File: config.mk
export PLATFORM = sky130hd
export DESIGN_NAME = pwmt_top
export DESIGN_NICKNAME = d
export VERILOG_FILES = /design/src/rtl/pwmt_pkg.sv /design/src/rtl/pwmt_regfile.sv /design/src/rtl/pwmt_counter.sv /design/src/rtl/pwmt_channel.sv /design/src/rtl/pwmt_top.sv
export SDC_FILE = /design/constraint.sdc
export NUM_CORES = 1
export LEC_CHECK = 0
export BUFFER_PORTS_ARGS = -buffer_cell sky130_fd_sc_hd__buf_4
export CELL_PAD_IN_SITES_DETAIL_PLACEMENT = 0
export CELL_PAD_IN_SITES_GLOBAL_PLACEMENT = 1
export CORE_MARGIN = 4
export CORE_UTILIZATION = 47
export CTS_BUF_LIST = sky130_fd_sc_hd__clkbuf_8
export DETAILED_ROUTE_END_ITERATION = 16
export PLACE_DENSITY_LB_ADDON = 0.1
export SYNTH_ARGS = -nofsm -noshare
export SYNTH_HDL_FRONTEND = slang
export SYNTH_HIERARCHICAL = 1
export SYNTH_SLANG_ARGS = --single-unit
File: constraint.sdc
create_clock -name clk -period 4.21 [get_ports clk]
set_input_delay 0.842 -clock clk [delete_from_list [all_inputs] [get_ports clk]]
set_output_delay 0.842 -clock clk [all_outputs]
set_load 0.01 [all_outputs]
File: src/rtl/pwmt_pkg.sv
// Package: register offsets and config field positions shared by the timer.
// Assumes byte addressing with 32-bit registers on a simple synchronous port.
package pwmt_pkg;
    localparam int OFF_CFG     = 'h00;
    localparam int OFF_RAW     = 'h08;
    localparam int OFF_SCALED  = 'h10;
    localparam int OFF_CMP0    = 'h20;
    localparam int CMP_STRIDE  = 4;
    localparam int CFG_RUN_BIT = 12;
endpackage

File: src/rtl/pwmt_regfile.sv
// Register file: config and compare storage, raw-count load request, read mux.
// Assumes writes are single-cycle strobes and reads are combinational.
module pwmt_regfile
    import pwmt_pkg::*;
#(
    parameter int NUM_CH  = 4,
    parameter int CMP_W   = 16,
    parameter int SCALE_W = 4,
    parameter int ADDR_W  = 8,
    parameter int DATA_W  = 32,
    parameter int CNT_W   = CMP_W + (1 << SCALE_W) - 1
) (
    input  logic                          clk,
    input  logic                          rst_n,
    input  logic                          wr,
    input  logic [ADDR_W-1:0]             addr,
    input  logic [DATA_W-1:0]             wdata,
    output logic [DATA_W-1:0]             rdata,
    input  logic [CNT_W-1:0]              cnt,
    input  logic [CMP_W-1:0]              scaled,
    output logic [SCALE_W-1:0]            scale,
    output logic                          run,
    output logic [NUM_CH-1:0][CMP_W-1:0]  cmp,
    output logic                          cnt_ld,
    output logic [CNT_W-1:0]              cnt_ld_val
);
    logic unused_wdata_hi;
    assign unused_wdata_hi = ^wdata[DATA_W-1:CNT_W];

    // Decode the raw-count load request.
    assign cnt_ld     = wr && (addr == ADDR_W'(OFF_RAW));
    assign cnt_ld_val = wdata[CNT_W-1:0];

    // Hold config fields; only scale and run bits are stored.
    always_ff @(posedge clk) begin
        if (!rst_n) begin
            scale <= '0;
            run   <= 1'b0;
        end else if (wr && addr == ADDR_W'(OFF_CFG)) begin
            scale <= wdata[SCALE_W-1:0];
            run   <= wdata[CFG_RUN_BIT];
        end
    end

    // Hold the per-channel compare values.
    always_ff @(posedge clk) begin
        if (!rst_n) begin
            cmp <= '0;
        end else begin
            for (int n = 0; n < NUM_CH; n++) begin
                if (wr && addr == ADDR_W'(OFF_CMP0 + n * CMP_STRIDE))
                    cmp[n] <= wdata[CMP_W-1:0];
            end
        end
    end

    // Select read data by offset; unmapped offsets give zero.
    always_comb begin
        rdata = '0;
        if (addr == ADDR_W'(OFF_CFG)) begin
            rdata[SCALE_W-1:0]  = scale;
            rdata[CFG_RUN_BIT]  = run;
        end else if (addr == ADDR_W'(OFF_RAW)) begin
            rdata = DATA_W'(cnt);
        end else if (addr == ADDR_W'(OFF_SCALED)) begin
            rdata = DATA_W'(scaled);
        end
        for (int n = 0; n < NUM_CH; n++) begin
            if (addr == ADDR_W'(OFF_CMP0 + n * CMP_STRIDE))
                rdata = DATA_W'(cmp[n]);
        end
    end

    AST_CMP_KEEP: assert property (@(posedge clk) disable iff (!rst_n)
        !wr |=> cmp == $past(cmp));
    AST_CFG_KEEP: assert property (@(posedge clk) disable iff (!rst_n)
        !wr |=> (scale == $past(scale)) && (run == $past(run)));
endmodule

File: src/rtl/pwmt_counter.sv
// Counter: free-running up counter with load, plus the scaled 16-bit window.
// Assumes CNT_W = CMP_W + 2^SCALE_W - 1 so every window fits the counter.
module pwmt_counter #(
    parameter int CMP_W   = 16,
    parameter int SCALE_W = 4,
    parameter int CNT_W   = CMP_W + (1 << SCALE_W) - 1
) (
    input  logic               clk,
    input  logic               rst_n,
    input  logic               run,
    input  logic [SCALE_W-1:0] scale,
    input  logic               ld,
    input  logic [CNT_W-1:0]   ld_val,
    output logic [CNT_W-1:0]   cnt,
    output logic [CMP_W-1:0]   scaled
);
    // Advance, load or hold the counter.
    always_ff @(posedge clk) begin
        if (!rst_n)    cnt <= '0;
        else if (ld)   cnt <= ld_val;
        else if (run)  cnt <= cnt + 1'b1;
    end

    // Pick the compare window selected by scale.
    assign scaled = CMP_W'(cnt >> scale);

    AST_CNT_HOLD: assert property (@(posedge clk) disable iff (!rst_n)
        (!run && !ld) |=> cnt == $past(cnt));
    AST_CNT_STEP: assert property (@(posedge clk) disable iff (!rst_n)
        (run && !ld) |=> cnt == CNT_W'($past(cnt) + 1'b1));
    AST_CNT_LOAD: assert property (@(posedge clk) disable iff (!rst_n)
        ld |=> cnt == $past(ld_val));
endmodule

File: src/rtl/pwmt_channel.sv
// Channel: registered comparator of the scaled count against one threshold.
// Assumes the output is forced low whenever the timer is not running.
module pwmt_channel #(
    parameter int CMP_W = 16
) (
    input  logic             clk,
    input  logic             rst_n,
    input  logic             run,
    input  logic [CMP_W-1:0] scaled,
    input  logic [CMP_W-1:0] cmp,
    output logic             out
);
    // Register the compare result, gated by the run bit.
    always_ff @(posedge clk) begin
        if (!rst_n) out <= 1'b0;
        else        out <= run && (scaled >= cmp);
    end

    AST_OUT_IDLE: assert property (@(posedge clk) disable iff (!rst_n)
        !run |=> !out);
    AST_OUT_ZERO: assert property (@(posedge clk) disable iff (!rst_n)
        (run && cmp == '0) |=> out);
    AST_OUT_MAX: assert property (@(posedge clk) disable iff (!rst_n)
        (cmp == '1 && scaled != '1) |=> !out);
endmodule

File: src/rtl/pwmt_top.sv
// Top: four-channel PWM timer with power-of-two period selection.
// Assumes a single clock domain and a simple synchronous register port.
module pwmt_top #(
    parameter int NUM_CH  = 4,
    parameter int CMP_W   = 16,
    parameter int SCALE_W = 4,
    parameter int ADDR_W  = 8,
    parameter int DATA_W  = 32
) (
    input  logic              clk,
    input  logic              rst_n,
    input  logic              bus_wr,
    input  logic [ADDR_W-1:0] bus_addr,
    input  logic [DATA_W-1:0] bus_wdata,
    output logic [DATA_W-1:0] bus_rdata,
    output logic [NUM_CH-1:0] pwm_out
);
    localparam int CNT_W = CMP_W + (1 << SCALE_W) - 1;

    logic [SCALE_W-1:0]           scale;
    logic                         run;
    logic [NUM_CH-1:0][CMP_W-1:0] cmp;
    logic                         cnt_ld;
    logic [CNT_W-1:0]             cnt_ld_val;
    logic [CNT_W-1:0]             cnt;
    logic [CMP_W-1:0]             scaled;

    pwmt_regfile #(
        .NUM_CH(NUM_CH), .CMP_W(CMP_W), .SCALE_W(SCALE_W),
        .ADDR_W(ADDR_W), .DATA_W(DATA_W), .CNT_W(CNT_W)
    ) u_regs (
        .clk(clk), .rst_n(rst_n), .wr(bus_wr), .addr(bus_addr),
        .wdata(bus_wdata), .rdata(bus_rdata), .cnt(cnt), .scaled(scaled),
        .scale(scale), .run(run), .cmp(cmp),
        .cnt_ld(cnt_ld), .cnt_ld_val(cnt_ld_val)
    );

    pwmt_counter #(
        .CMP_W(CMP_W), .SCALE_W(SCALE_W), .CNT_W(CNT_W)
    ) u_cnt (
        .clk(clk), .rst_n(rst_n), .run(run), .scale(scale),
        .ld(cnt_ld), .ld_val(cnt_ld_val), .cnt(cnt), .scaled(scaled)
    );

    for (genvar n = 0; n < NUM_CH; n++) begin : g_ch
        pwmt_channel #(.CMP_W(CMP_W)) u_ch (
            .clk(clk), .rst_n(rst_n), .run(run), .scaled(scaled),
            .cmp(cmp[n]), .out(pwm_out[n])
        );
    end

    AST_RST_QUIET: assert property (@(posedge clk)
        !rst_n |=> pwm_out == '0);
endmodule

# After elaboration in Yosys (flattened, before gate mapping)
# Index checks and enable logic that the tools add are counted.
# word_totals
in_bits,43
output_inout_bits,36
register_bits,104
elab_cells,47
# classes
mux,12
n_addsub,1
reduce_logical,12
shift,1
eq_ne,6
order_cmp,4
# op_table
cell,count
2-to-1 mux 31 bit,7
greater-or-equal comparator 16 bit,4
equality test 8 x 6 -> 1 bit (second input constant),4
adder 31 x 1 -> 31 bit (second input constant),1
>> shifter 31 x 4 -> 16 bit,1
2-to-1 mux 18 bit,1
2-to-1 mux 16 bit,1
logical AND 1 bit,10
equality test 8 x 4 -> 1 bit (second input constant),1
equality test 8 x 5 -> 1 bit (second input constant),1
logical NOT 8 bit,1
2-to-1 mux 8 bit,1
2-to-1 mux 4 bit,1
nonzero test 2 bit,1
2-to-1 mux 1 bit,1

# Longest topological paths before layout
# Gate-level depths: netlist of run 1.
# logic_depth
word_depth,8
depth_mapped,12
ltp_nobuf,10

# Hierarchy
# The synthesis of run 1 kept the hierarchy.
# modules_own_cells
mod,area_per_inst_um2,cells_each,n_inst,seq_area_each_um2
pwmt_regfile,3793.6,444,1,1381.3
pwmt_counter,2952.8,330,1,620.6
pwmt_channel,426.7,57,4,20.0

# Worst setup path before layout of run 1
# OpenSTA, ideal clock, no wires.
# synth_timing
kind,input -> output
start,input bus_addr[1]
end,output bus_rdata[10]
t_required_ns,3.368
setup_slack_ns,0.869
path_stages,6
t_arrival_ns,2.499
path_buffers,2
path_cell_list,or4_4 buf_6 nor4_4 clkbuf_1 a22oi_1 a22oi_1
# synth_via
elab_chain_cells,8
elab_cells_between_ends,14
cone_classes,eq/ne (6); mux (7); reduce/logical (1)
# synth_rtl
element,line_no,rtl
"start, declared",pwmt_top.sv:13,"input logic [ADDR_W-1:0] bus_addr,"
equality test 8 x 5 -> 1 bit,pwmt_regfile.sv:65,end else if (addr == ADDR_W'(OFF_SCALED)) begin
2-to-1 mux 16 bit,pwmt_regfile.sv:65,
2-to-1 mux 31 bit,pwmt_regfile.sv:63,end else if (addr == ADDR_W'(OFF_RAW)) begin
2-to-1 mux 8 bit,pwmt_regfile.sv:60,if (addr == ADDR_W'(OFF_CFG)) begin
2-to-1 mux 31 bit (3 in a row),pwmt_regfile.sv:69,if (addr == ADDR_W'(OFF_CMP0 + n * CMP_STRIDE))
2-to-1 mux 31 bit (*),pwmt_regfile.sv:69,
"end, declared",pwmt_top.sv:15,"output logic [DATA_W-1:0] bus_rdata,"
# Mark *: on every way between the ends. The rest lies on a longest branch, timed or not.

# Final worst setup path of run 1
# layout_timing
start,register u_regs.scale[0]
end,output bus_rdata[9]
# layout_via
elab_chain_cells,8
# layout_rtl
element,line_no,rtl
"start, declared",pwmt_regfile.sv:21,"output logic [SCALE_W-1:0] scale,"
"start signal, assigned",pwmt_regfile.sv:40,scale <= wdata[SCALE_W-1:0];
>> shifter 31 x 4 -> 16 bit,pwmt_counter.sv:25,assign scaled = CMP_W'(cnt >> scale);
named net scaled[9],pwmt_top.sv:26,logic [CMP_W-1:0] scaled;
2-to-1 mux 16 bit,pwmt_regfile.sv:65,
2-to-1 mux 31 bit,pwmt_regfile.sv:63,
2-to-1 mux 8 bit,pwmt_regfile.sv:60,
2-to-1 mux 31 bit (4 in a row),pwmt_regfile.sv:69,
# The timed path passes the listed nets, and every way through them passes these cells.

==> results of run 1 <==
## logic make-up after synthesis
| kind of cell | after synthesis | synth area share [%] |
|---|---|---|
| compound gates | 226 | 16.9 |
| xor+xnor | 13 | 1.35 |
| fa+ha+maj | 65 | 9.62 |
| buf+inv | 175 | 9.74 |
| flops | 104 | 24.6 |
| mux | 110 | 17.8 |
| other cells | 1 | 0.0444 |
| simple gates | 308 | 19.9 |
## flip-flops by register name, indices dropped and copies added (netlist names)
signal,count
u_regs/cmp,64
u_cnt/cnt,31
g_ch.u_ch/out,4
u_regs/scale,4
u_regs/run,1
## per-stage QoR
step | area, sq um | util, %
finish | 9180 | 52.5
floorplan | 8450 | -
global route | 9180 | 52.5
detailed placement | 8920 | 51.1
CTS | 9180 | 52.5
global placement | 8920 | 51.1
## Yosys cell counts, types with 9 or more instances
cell type / instances
ha_1: 65
buf_4: 32
o31ai_1: 9
nor3_1: 15
mux2_2: 20
inv_1: 74
mux4_2: 25
a22oi_1: 19
a31oi_1: 14
buf_2: 11
nor2_1: 30
nand4_1: 16
a21oi_1: 50
dfxtp_1: 104
xnor2_1: 11
o21ai_1: 16
nor2b_1: 26
nand2_1: 94
o21ai_0: 54
nand3_1: 45
and2_1: 17
clkbuf_1: 46
nor4_1: 9
mux2i_1: 61
a21boi_0: 15
or4_1: 9
## worst max-delay path by stage
stage                     from            end  slack [ns]
2_1_floorplan      bus_addr[1]  bus_rdata[10]        0.87
3_3_place_gp       bus_addr[1]   bus_rdata[9]        0.60
3_5_place_dp       bus_addr[1]   bus_rdata[9]        0.57
4_1_cts        u_regs/scale[0]   bus_rdata[0]        0.16
5_1_grt        u_regs/scale[0]   bus_rdata[6]       0.004
6_report       u_regs/scale[0]   bus_rdata[9]        0.20
## critical path, delay by kind of cell, from the launching register on
family                 cells  cell delay (ns)
buffers and inverters      1             0.20
AND/OR/NAND/NOR            1             0.21
AO/OA/AOI/OAI              2             0.47
multiplexers               2             1.29
flip-flops                 1             0.60
## layer usage
| metal | global-route usage, % | vias up | share of wire [%] |
|---|---|---|---|
| met2 | 37.5 | 263 | 43 |
| met5 | 0 | - | 0 |
| met4 | 6.72 | 0 | 1.7 |
| met1 | 37.0 | 3485 | 47 |
| met3 | 5.48 | 27 | 7.9 |
| li1 | - | 3625 | - |
## power by group through the flow
| stage | clock network (mW) | registers [mW] | logic, mW |
|---|---|---|---|
| final | 0.820 | 0.989 | 0.143 |
| after global routing | 0.883 | 0.990 | 0.154 |
| after detailed placement | 0 | 1.01 | 0.143 |
| after floorplan | 0 | 1.01 | 0.0927 |
| after CTS | 0.847 | 0.989 | 0.143 |
| after global placement | 0 | 1.01 | 0.143 |
## area by class of cell
type,instances,area [sq um]
fillers,1666,8300
multi-input cells,723,5550
flip-flops and latches,104,2080
repair buffers,93,723
inverters,75,282
well taps,225,282
clock inverters,5,129
clock buffers,9,124
## timing repair
item | in CTS | in global routing
gates resized for setup | 0 | 1
endpoints found under the setup margin | 0 | 1
setup buffers | 0 | 0
==> impl_metrics.py, run 1 <==
metrics = {
    "yosys": {
        "synth.top_cell.area_share_pct": 24.6,
        "synth_area_sq_um": 8450,
        "syn_nets": 1110,
        "synthCells": 1002,
        "synth_flop_cell": "dfxtp_1",
        "synth.avg_cell_area_sq_um": 8.44,
        "async_reset_ff_share_pct": 0,
        "synth_edf_count": 0,
        "synth_top_cell_by_area": "dfxtp_1",
        "yosysUniqueCellTypes": 66,
        "yosys-top-cells-area": "dfxtp_1 25%, ha_1 9.6%, mux2i_1 7.2%",
        "yosysWarnings": 6,
        "synth_seq_cells": 104,
        "yosysSeqAreaShare_pct": 24.6,
    },
    "die": {
        "core-area_sq_um": 17500,
        "die_area_sq_um": 20200,
        "rows": 48,
        "fp.dieH_microns": 142,
        "initial_core_util_pct": 48.4,
        "ioPinCount": 79,
        "die_w_microns": 142,
    },
    "clocking": {
        "clk_latency_ns": 0.39,
        "path_clk_slew_ns": 0.11,
        "cts_tree": "yes",
        "cts-root-buf": "clkbuf_8",
        "cts_buffers": 9,
        "htreeDepth": 3,
        "clockBufferDepth": 2,
        "hold_buffers": 0,
        "clock-sinks": 104,
    },
    "finish": {
        "layout-drive-gt1-share_pct": 16.8,
        "final_cell_mix": "103 x dfxtp_1, 94 x nand2_1, 91 x buf_4",
        "diodes": 0,
        "final_common_cell": "dfxtp_1",
        "stdcell_count": 1234,
        "nets": 1114,
        "area_growth_pct": 8.54,
    },
    "timing": {
        "period_share_pct": 95.2,
        "holdWs_ns": 0.477,
        "setup_viol": 0,
        "hold_viol": 0,
        "slew_violations": 0,
        "min_period_ns": 4.01,
        "rsz0062_at_grt": "false",
        "worst_pin_slew_ns": 1.16,
        "fmax_ghz": 0.249,
        "fin_setup_tns_ns": 0,
        "finClkSkew_ns": 0.0141,
        "setup_ws_ns": 0.200,
        "maxSlewHeadroom_pct": 22.8,
    },
    "worst_setup_path": {
        "rrSetupSlack_ns": 0.77,
        "arrival_ns": 3.17,
        "r2r-start": "u_regs/scale[0]",
        "cp-start-kind": "flip-flop",
        "timing.rr.end": "g_ch[1].u_ch/out",
        "path_max_fanout": 13,
        "critical_path_required_ns": 3.37,
        "critPathKind": "flip-flop to output pin",
        "cpMaxStageDelayCell": "mux4_1",
        "endpoint_kind": "output pin",
        "r2r_cells": 8,
        "slowest_delay_ns": 0.69,
        "crit_chain": "mux4_1 -> mux4_2 -> and3_1 -> o211ai_1 -> a32oi_1 -> buf_4",
    },
    "power": {
        "power_frac_comb_pct": 7.3,
        "p_int_mw": 1.49,
        "p_clk_share_pct": 42.0,
        "total_power_mw": 1.95,
        "vdd_drop_max_uv": 188,
        "power_density_nw_per_um2": 213,
        "p_seq_share_pct": 50.7,
        "p_switching_uw": 459,
        "switching_share_pct": 23.5,
        "power.leakage_nw": 3.31,
    },
    "place": {
        "dp.cells": 1220,
        "hpwl_microns": 18900,
        "port_buffers": 76,
        "globalplace.congestion": 0.841,
        "place_ws_ns": 0.570,
    },
    "global_route": {
        "grt_max_degree": 69,
        "grt-ovfl-total": 0,
        "grt_pass1_wl_microns": 39800,
        "track_usage_pct": 25.2,
        "first_global_vias": 6830,
        "grt_antenna_before_repair": 0,
    },
    "hold_path": {
        "hp-class": "flip-flop to flip-flop",
        "min_to": "u_regs/cmp[12]",
        "hold_path.startpoint": "u_regs/cmp[12]",
        "hold_depth": 2,
    },
    "outcome": {
        "status": "finished, final reports clean",
    },
    "detailed_routing": {
        "vias": 7400,
        "route.detailed.drc": 0,
        "vias_per_cell": 6.00,
        "drt_iter0_markers": 639,
        "postRouteWirelength_microns": 25500,
        "post_drt_wl_per_cell_microns": 20.6,
        "first_pass_iters": 5,
        "detail-route-antenna-nets": 0,
    },
    "run": {
        "drv_cap": 0,
    },
}
Note: power is estimated with default switching activity, not from simulation.
==> inputs of run 2 (changes only) <==
--- a/config.mk
+++ b/config.mk
@@ -9,10 +9,11 @@
 export CELL_PAD_IN_SITES_DETAIL_PLACEMENT = 0
 export CELL_PAD_IN_SITES_GLOBAL_PLACEMENT = 1
 export CORE_MARGIN = 4
-export CORE_UTILIZATION = 47
+export CORE_UTILIZATION = 30
 export CTS_BUF_LIST = sky130_fd_sc_hd__clkbuf_8
 export DETAILED_ROUTE_END_ITERATION = 16
 export PLACE_DENSITY_LB_ADDON = 0.1
+export SLEW_MARGIN = 40
 export SYNTH_ARGS = -nofsm -noshare
 export SYNTH_HDL_FRONTEND = slang
 export SYNTH_HIERARCHICAL = 1
==> run 2 against run 1 <==
  * Sequential share of layout area decreased by 0.46 points
  * Power down 9.5%
  * Setup slack gained 0.074 ns
  * Clock skew up 0.0015 ns
  * Via count barely moved
  * Maximum frequency is 1.9% higher
  * Combinational power up 6%
  * Hold slack improved by 0.0069 ns
  * Critical path depth is 2 higher
  * Critical path type unchanged
  * Largest cell class unchanged
  * Highest routed layer unchanged
==> impl_metrics.py, run 2 (synthesis results as in run 1) <==
metrics = {
    "run": {
        "drv_cap": 0,
    },
    "die": {
        "ioPinCount": 79,
        "initial_core_util_pct": 30.4,
        "rows": 61,
        "core-area_sq_um": 27800,
        "die_w_microns": 176,
        "die_area_sq_um": 30900,
        "fp.dieH_microns": 176,
    },
    "place": {
        "place_ws_ns": 0.550,
        "port_buffers": 76,
        "placed_area_sq_um": 9200,
        "globalplace.congestion": 0.789,
        "hpwl_microns": 22600,
    },
    "finish": {
        "area_growth_pct": 10.8,
        "final_common_cell": "buf_4",
        "design_area_sq_um": 9370,
        "diodes": 0,
        "fill_cells": 3049,
        "top_register": "u_regs/cmp",
        "final_cell_mix": "107 x buf_4, 102 x dfxtp_1, 94 x nand2_1",
        "top_regs": "u_regs/cmp (64), u_cnt/cnt (31)",
        "nets": 1128,
        "largest_register_ff_count": 64,
        "final_util_pct": 33.7,
        "layout-drive-gt1-share_pct": 18.2,
    },
    "clocking": {
        "post_cts.repair.setup_buffers": 0,
        "path_clk_slew_ns": 0.10,
        "clk_latency_ns": 0.39,
        "htreeDepth": 3,
        "cts_tree": "yes",
        "clockBufferDepth": 2,
        "cts-root-buf": "clkbuf_8",
        "hold_buffers": 0,
        "cts_buffers": 9,
        "cts_resized": 0,
        "clock-sinks": 104,
    },
    "worst_setup_path": {
        "cp_num_buf_inv": 2,
        "critPathKind": "flip-flop to output pin",
        "arrival_ns": 3.09,
        "r2r_cells": 9,
        "cpMaxStageDelayCell": "o21ai_0",
        "slowest_delay_ns": 0.70,
        "timing.rr.end": "g_ch[0].u_ch/out",
        "path_max_fanout": 12,
        "crit_family": "compound AO/OA/AOI/OAI gates",
        "rrSetupSlack_ns": 0.82,
        "endpoint_kind": "output pin",
        "r2r-start": "u_regs/scale[1]",
        "worst_path_most_repeated_cell": "buf_4",
        "crit_chain": "buf_4 -> mux4_2 -> mux2i_1 -> o21ai_0 -> and4_1 -> o221ai_1 -> a22oi_1 -> buf_4",
        "cp-start-kind": "flip-flop",
        "critical_path_required_ns": 3.37,
    },
    "timing": {
        "rsz0062_at_grt": "false",
        "maxSlewHeadroom_pct": 40.6,
        "worst_pin_slew_ns": 0.881,
        "hold_viol": 0,
        "min_period_ns": 3.94,
        "slew_violations": 0,
        "fin_setup_tns_ns": 0,
        "finClkSkew_ns": 0.0156,
        "setup_viol": 0,
        "fmax_ghz": 0.254,
        "period_share_pct": 93.5,
        "setup_ws_ns": 0.274,
        "holdWs_ns": 0.484,
    },
    "hold_path": {
        "hp-class": "flip-flop to flip-flop",
        "hold_path.startpoint": "u_regs/cmp[54]",
        "hold_depth": 2,
        "min_to": "u_regs/cmp[54]",
    },
    "detailed_routing": {
        "detail-route-antenna-nets": 0,
        "post_drt_wl_per_cell_microns": 21.5,
        "first_pass_iters": 5,
        "route.detailed.drc": 0,
        "drt_iter0_markers": 482,
        "postRouteWirelength_microns": 30100,
        "vias": 7398,
        "vias_per_cell": 5.27,
    },
    "global_route": {
        "first_global_vias": 7383,
        "grt_antenna_before_repair": 0,
        "track_usage_pct": 19.3,
        "grt_pass1_wl_microns": 45900,
        "grt_max_degree": 62,
        "grt-ovfl-total": 0,
    },
    "outcome": {
        "status": "finished, final reports clean",
    },
    "power": {
        "power_frac_comb_pct": 8.6,
        "p_int_mw": 1.27,
        "switching_share_pct": 27.9,
        "p_clk_share_pct": 35.4,
        "p_seq_share_pct": 56.0,
        "vdd_drop_max_uv": 119,
        "p_switching_uw": 494,
        "power.leakage_nw": 3.35,
        "power_density_nw_per_um2": 189,
    },
}
[run 2: cell types whose count changed in the layout (fill, tap and decap cells not counted), moves of 3 or more]
| cell | change |
|---|---|
| buf_4 | +16 |
| bufinv_16 | -4 |
| clkinv_2 | +3 |
| o21ai_0 | -3 |
| o21ai_1 | +3 |
[run 2: metal layers]
layer | share of wire [%] | track usage, % | up-vias
li1 | - | - | 3664
met4 | 0.65 | 3.09 | 0
met3 | 3.0 | 2.24 | 11
met1 | 48 | 27.0 | 3600
met2 | 48 | 32.9 | 123
met5 | 0 | 0 | -
[run 2: power by group through the flow]
stage	clock network [mW]	registers, mW	logic (mW)
2_1_floorplan	0	1.01	0.0927
3_3_place_gp	0	1.01	0.154
3_5_place_dp	0	1.01	0.153
4_1_cts	0.657	0.989	0.154
5_1_grt	0.699	0.990	0.164
6_report	0.626	0.989	0.152
[run 2: final cells by class]
class | count | area (sq um) | area share, %
inverter | 75 | 282 | 3.00
tap | 378 | 473 | 5.05
timing repair buffer | 107 | 803 | 8.57
clock inverter | 6 | 36.3 | 0.387
multi-input combinational | 723 | 5550 | 59.3
sequential | 104 | 2080 | 22.2
clock buffer | 10 | 138 | 1.47
[run 2: worst max-delay path by stage]
| stage | from | end | slack, ns | cells past startpoint |
|---|---|---|---|---|
| floorplan | bus_addr[1] | bus_rdata[10] | 0.87 | 6 |
| global placement | bus_addr[1] | bus_rdata[12] | 0.53 | 7 |
| detailed placement | bus_addr[1] | bus_rdata[12] | 0.55 | 7 |
| CTS | u_regs/scale[0] | bus_rdata[9] | 0.21 | 7 |
| global route | u_regs/scale[1] | bus_rdata[9] | 0.11 | 8 |
| finish | u_regs/scale[0] | bus_rdata[0] | 0.27 | 8 |
[run 2: worst reg2reg max path, cell delays in order (launching register included)]
cell,delay (ns)
dfxtp_1,0.33
buf_4,0.38
mux2i_1,0.23
mux4_2,0.53
a21oi_1,0.55
ha_1,0.26
nand4_2,0.15
nor3_2,0.32
o2111ai_1,0.20
a31oi_1,0.33
[run 2: per-stage QoR]
step / cells / total power [mW]
2_1_floorplan: 1002 / 1.10
3_3_place_gp: 1387 / 1.17
3_5_place_dp: 1387 / 1.16
4_1_cts: 1403 / 1.80
5_1_grt: 1403 / 1.85
6_report: 1403 / 1.77
==> inputs of run 3 (changes only) <==
--- a/config.mk
+++ b/config.mk
@@ -12,7 +12,7 @@
 export CORE_UTILIZATION = 30
 export CTS_BUF_LIST = sky130_fd_sc_hd__clkbuf_8
 export DETAILED_ROUTE_END_ITERATION = 16
-export PLACE_DENSITY_LB_ADDON = 0.1
+export PLACE_DENSITY = 0.54
 export SLEW_MARGIN = 40
 export SYNTH_ARGS = -nofsm -noshare
 export SYNTH_HDL_FRONTEND = slang
==> run 3 against run 2 <==
  * Wire length decreased by 1.7%
  * Sequential cell count unchanged
  * Utilization increased by 0.20 points
  * Setup slack got worse by 0.0065 ns
  * Design area increased by 0.59%
  * Clock-buffer cell count decreased by 1
  * Critical path type unchanged
  * Largest cell class unchanged
  * Highest routed layer unchanged
==> impl_metrics.py, run 3 (synthesis results as in run 1) <==
metrics = {
    "finish": {
        "design_area_sq_um": 9430,
        "area_growth_pct": 11.5,
        "final_common_cell": "buf_4",
        "diodes": 0,
        "layout-drive-gt1-share_pct": 18.0,
        "largest_register_ff_count": 64,
        "top_register": "u_regs/cmp",
        "fill_cells": 3022,
        "final_util_pct": 33.9,
        "top_regs": "u_regs/cmp (64), u_cnt/cnt (31)",
        "nets": 1127,
        "final_cell_mix": "104 x buf_4, 103 x dfxtp_1, 94 x nand2_1",
    },
    "timing": {
        "hold_viol": 0,
        "worst_pin_slew_ns": 0.736,
        "rsz0062_at_grt": "false",
        "fin_setup_tns_ns": 0,
        "period_share_pct": 93.6,
        "finClkSkew_ns": 0.0216,
        "min_period_ns": 3.94,
        "fmax_ghz": 0.254,
        "slew_violations": 0,
        "maxSlewHeadroom_pct": 50.5,
        "setup_viol": 0,
    },
    "die": {
        "die_area_sq_um": 30900,
        "die_w_microns": 176,
        "fp.dieH_microns": 176,
        "ioPinCount": 79,
        "core-area_sq_um": 27800,
        "rows": 61,
        "initial_core_util_pct": 30.4,
    },
    "clocking": {
        "htreeDepth": 3,
        "clock-sinks": 104,
        "clk_latency_ns": 0.40,
        "hold_buffers": 0,
        "post_cts.repair.setup_buffers": 0,
        "cts_buffers": 9,
        "clockBufferDepth": 2,
        "cts_resized": 0,
        "cts_tree": "yes",
        "cts-root-buf": "clkbuf_8",
        "path_clk_slew_ns": 0.10,
    },
    "power": {
        "total_power_mw": 1.87,
        "power.leakage_nw": 3.36,
        "power_density_nw_per_um2": 198,
        "vdd_drop_max_uv": 144,
    },
    "detailed_routing": {
        "postRouteWirelength_microns": 29600,
        "vias_per_cell": 5.34,
        "post_drt_wl_per_cell_microns": 21.1,
        "route.detailed.drc": 0,
        "first_pass_iters": 5,
        "drt_iter0_markers": 436,
        "detail-route-antenna-nets": 0,
        "vias": 7487,
    },
    "worst_setup_path": {
        "endpoint_kind": "output pin",
        "cp-start-kind": "flip-flop",
        "r2r_cells": 10,
        "critPathLaunch": "u_regs/scale[0]",
        "critPathKind": "flip-flop to output pin",
        "path_max_fanout": 11,
        "critical_path_required_ns": 3.37,
        "r2r-start": "u_regs/scale[0]",
        "arrival_ns": 3.10,
    },
    "outcome": {
        "status": "finished, final reports clean",
    },
    "hold_path": {
        "hold_path.startpoint": "u_regs/cmp[63]",
        "hold_depth": 2,
        "hp-class": "flip-flop to flip-flop",
    },
    "global_route": {
        "grt_antenna_before_repair": 1,
        "grt_max_degree": 50,
        "grt-ovfl-total": 0,
        "first_global_vias": 7443,
        "grt_pass1_wl_microns": 45300,
        "track_usage_pct": 18.9,
    },
    "place": {
        "placed_area_sq_um": 9210,
        "port_buffers": 76,
        "hpwl_microns": 22200,
        "globalplace.congestion": 0.844,
    },
    "run": {
        "drv_cap": 0,
    },
}
## run 3: where the power goes
| group | total (mW) | internal [mW] | switching (mW) |
|---|---|---|---|
| sequential | 0.989 | 0.985 | 0.00377 |
| clock | 0.727 | 0.332 | 0.395 |
| combinational | 0.152 | 0.0580 | 0.0935 |
## run 3: cell type report
class,count,area (sq um),area share [%]
Multi-Input combinational cell,723,5550,58.9
Tap cell,378,473,5.02
Clock inverter,7,88.8,0.943
Clock buffer,9,124,1.31
Timing Repair Buffer,106,821,8.71
Sequential cell,104,2080,22.1
Inverter,75,282,2.99
## run 3: through the flow
step	hold WS [ns]	cells	setup slack, ns
final	0.481	1402	0.268
after global routing	0.507	1402	0.0711
after CTS	0.487	1402	0.196
after detailed placement	0.472	1386	0.525
after global placement	0.465	1386	0.495
after floorplan	0.441	1002	0.869
## run 3: final timing paths
check,end,slack (ns)
min reg2reg,u_regs/cmp[63],0.48
min,u_regs/cmp[63],0.48
max reg2reg,g_ch[3].u_ch/out,0.72
max,bus_rdata[9],0.27
## run 3: metal layers
layer	GRT usage [%]	vias to the layer above	wire [microns]
li1	-	3656	-
met1	26.9	3663	14500
met2	30.7	143	13700
met3	2.43	25	985
met4	4.45	0	484
met5	0	-	0
## run 3: worst max-delay path, stage by stage, from the launching register on
cell and delay, ns:
dfxtp_2 0.56, buf_4 0.25, mux4_2 0.53, mux4_2 0.59, and3_1 0.21, o211ai_1 0.23
a32oi_1 0.15, buf_4 0.20
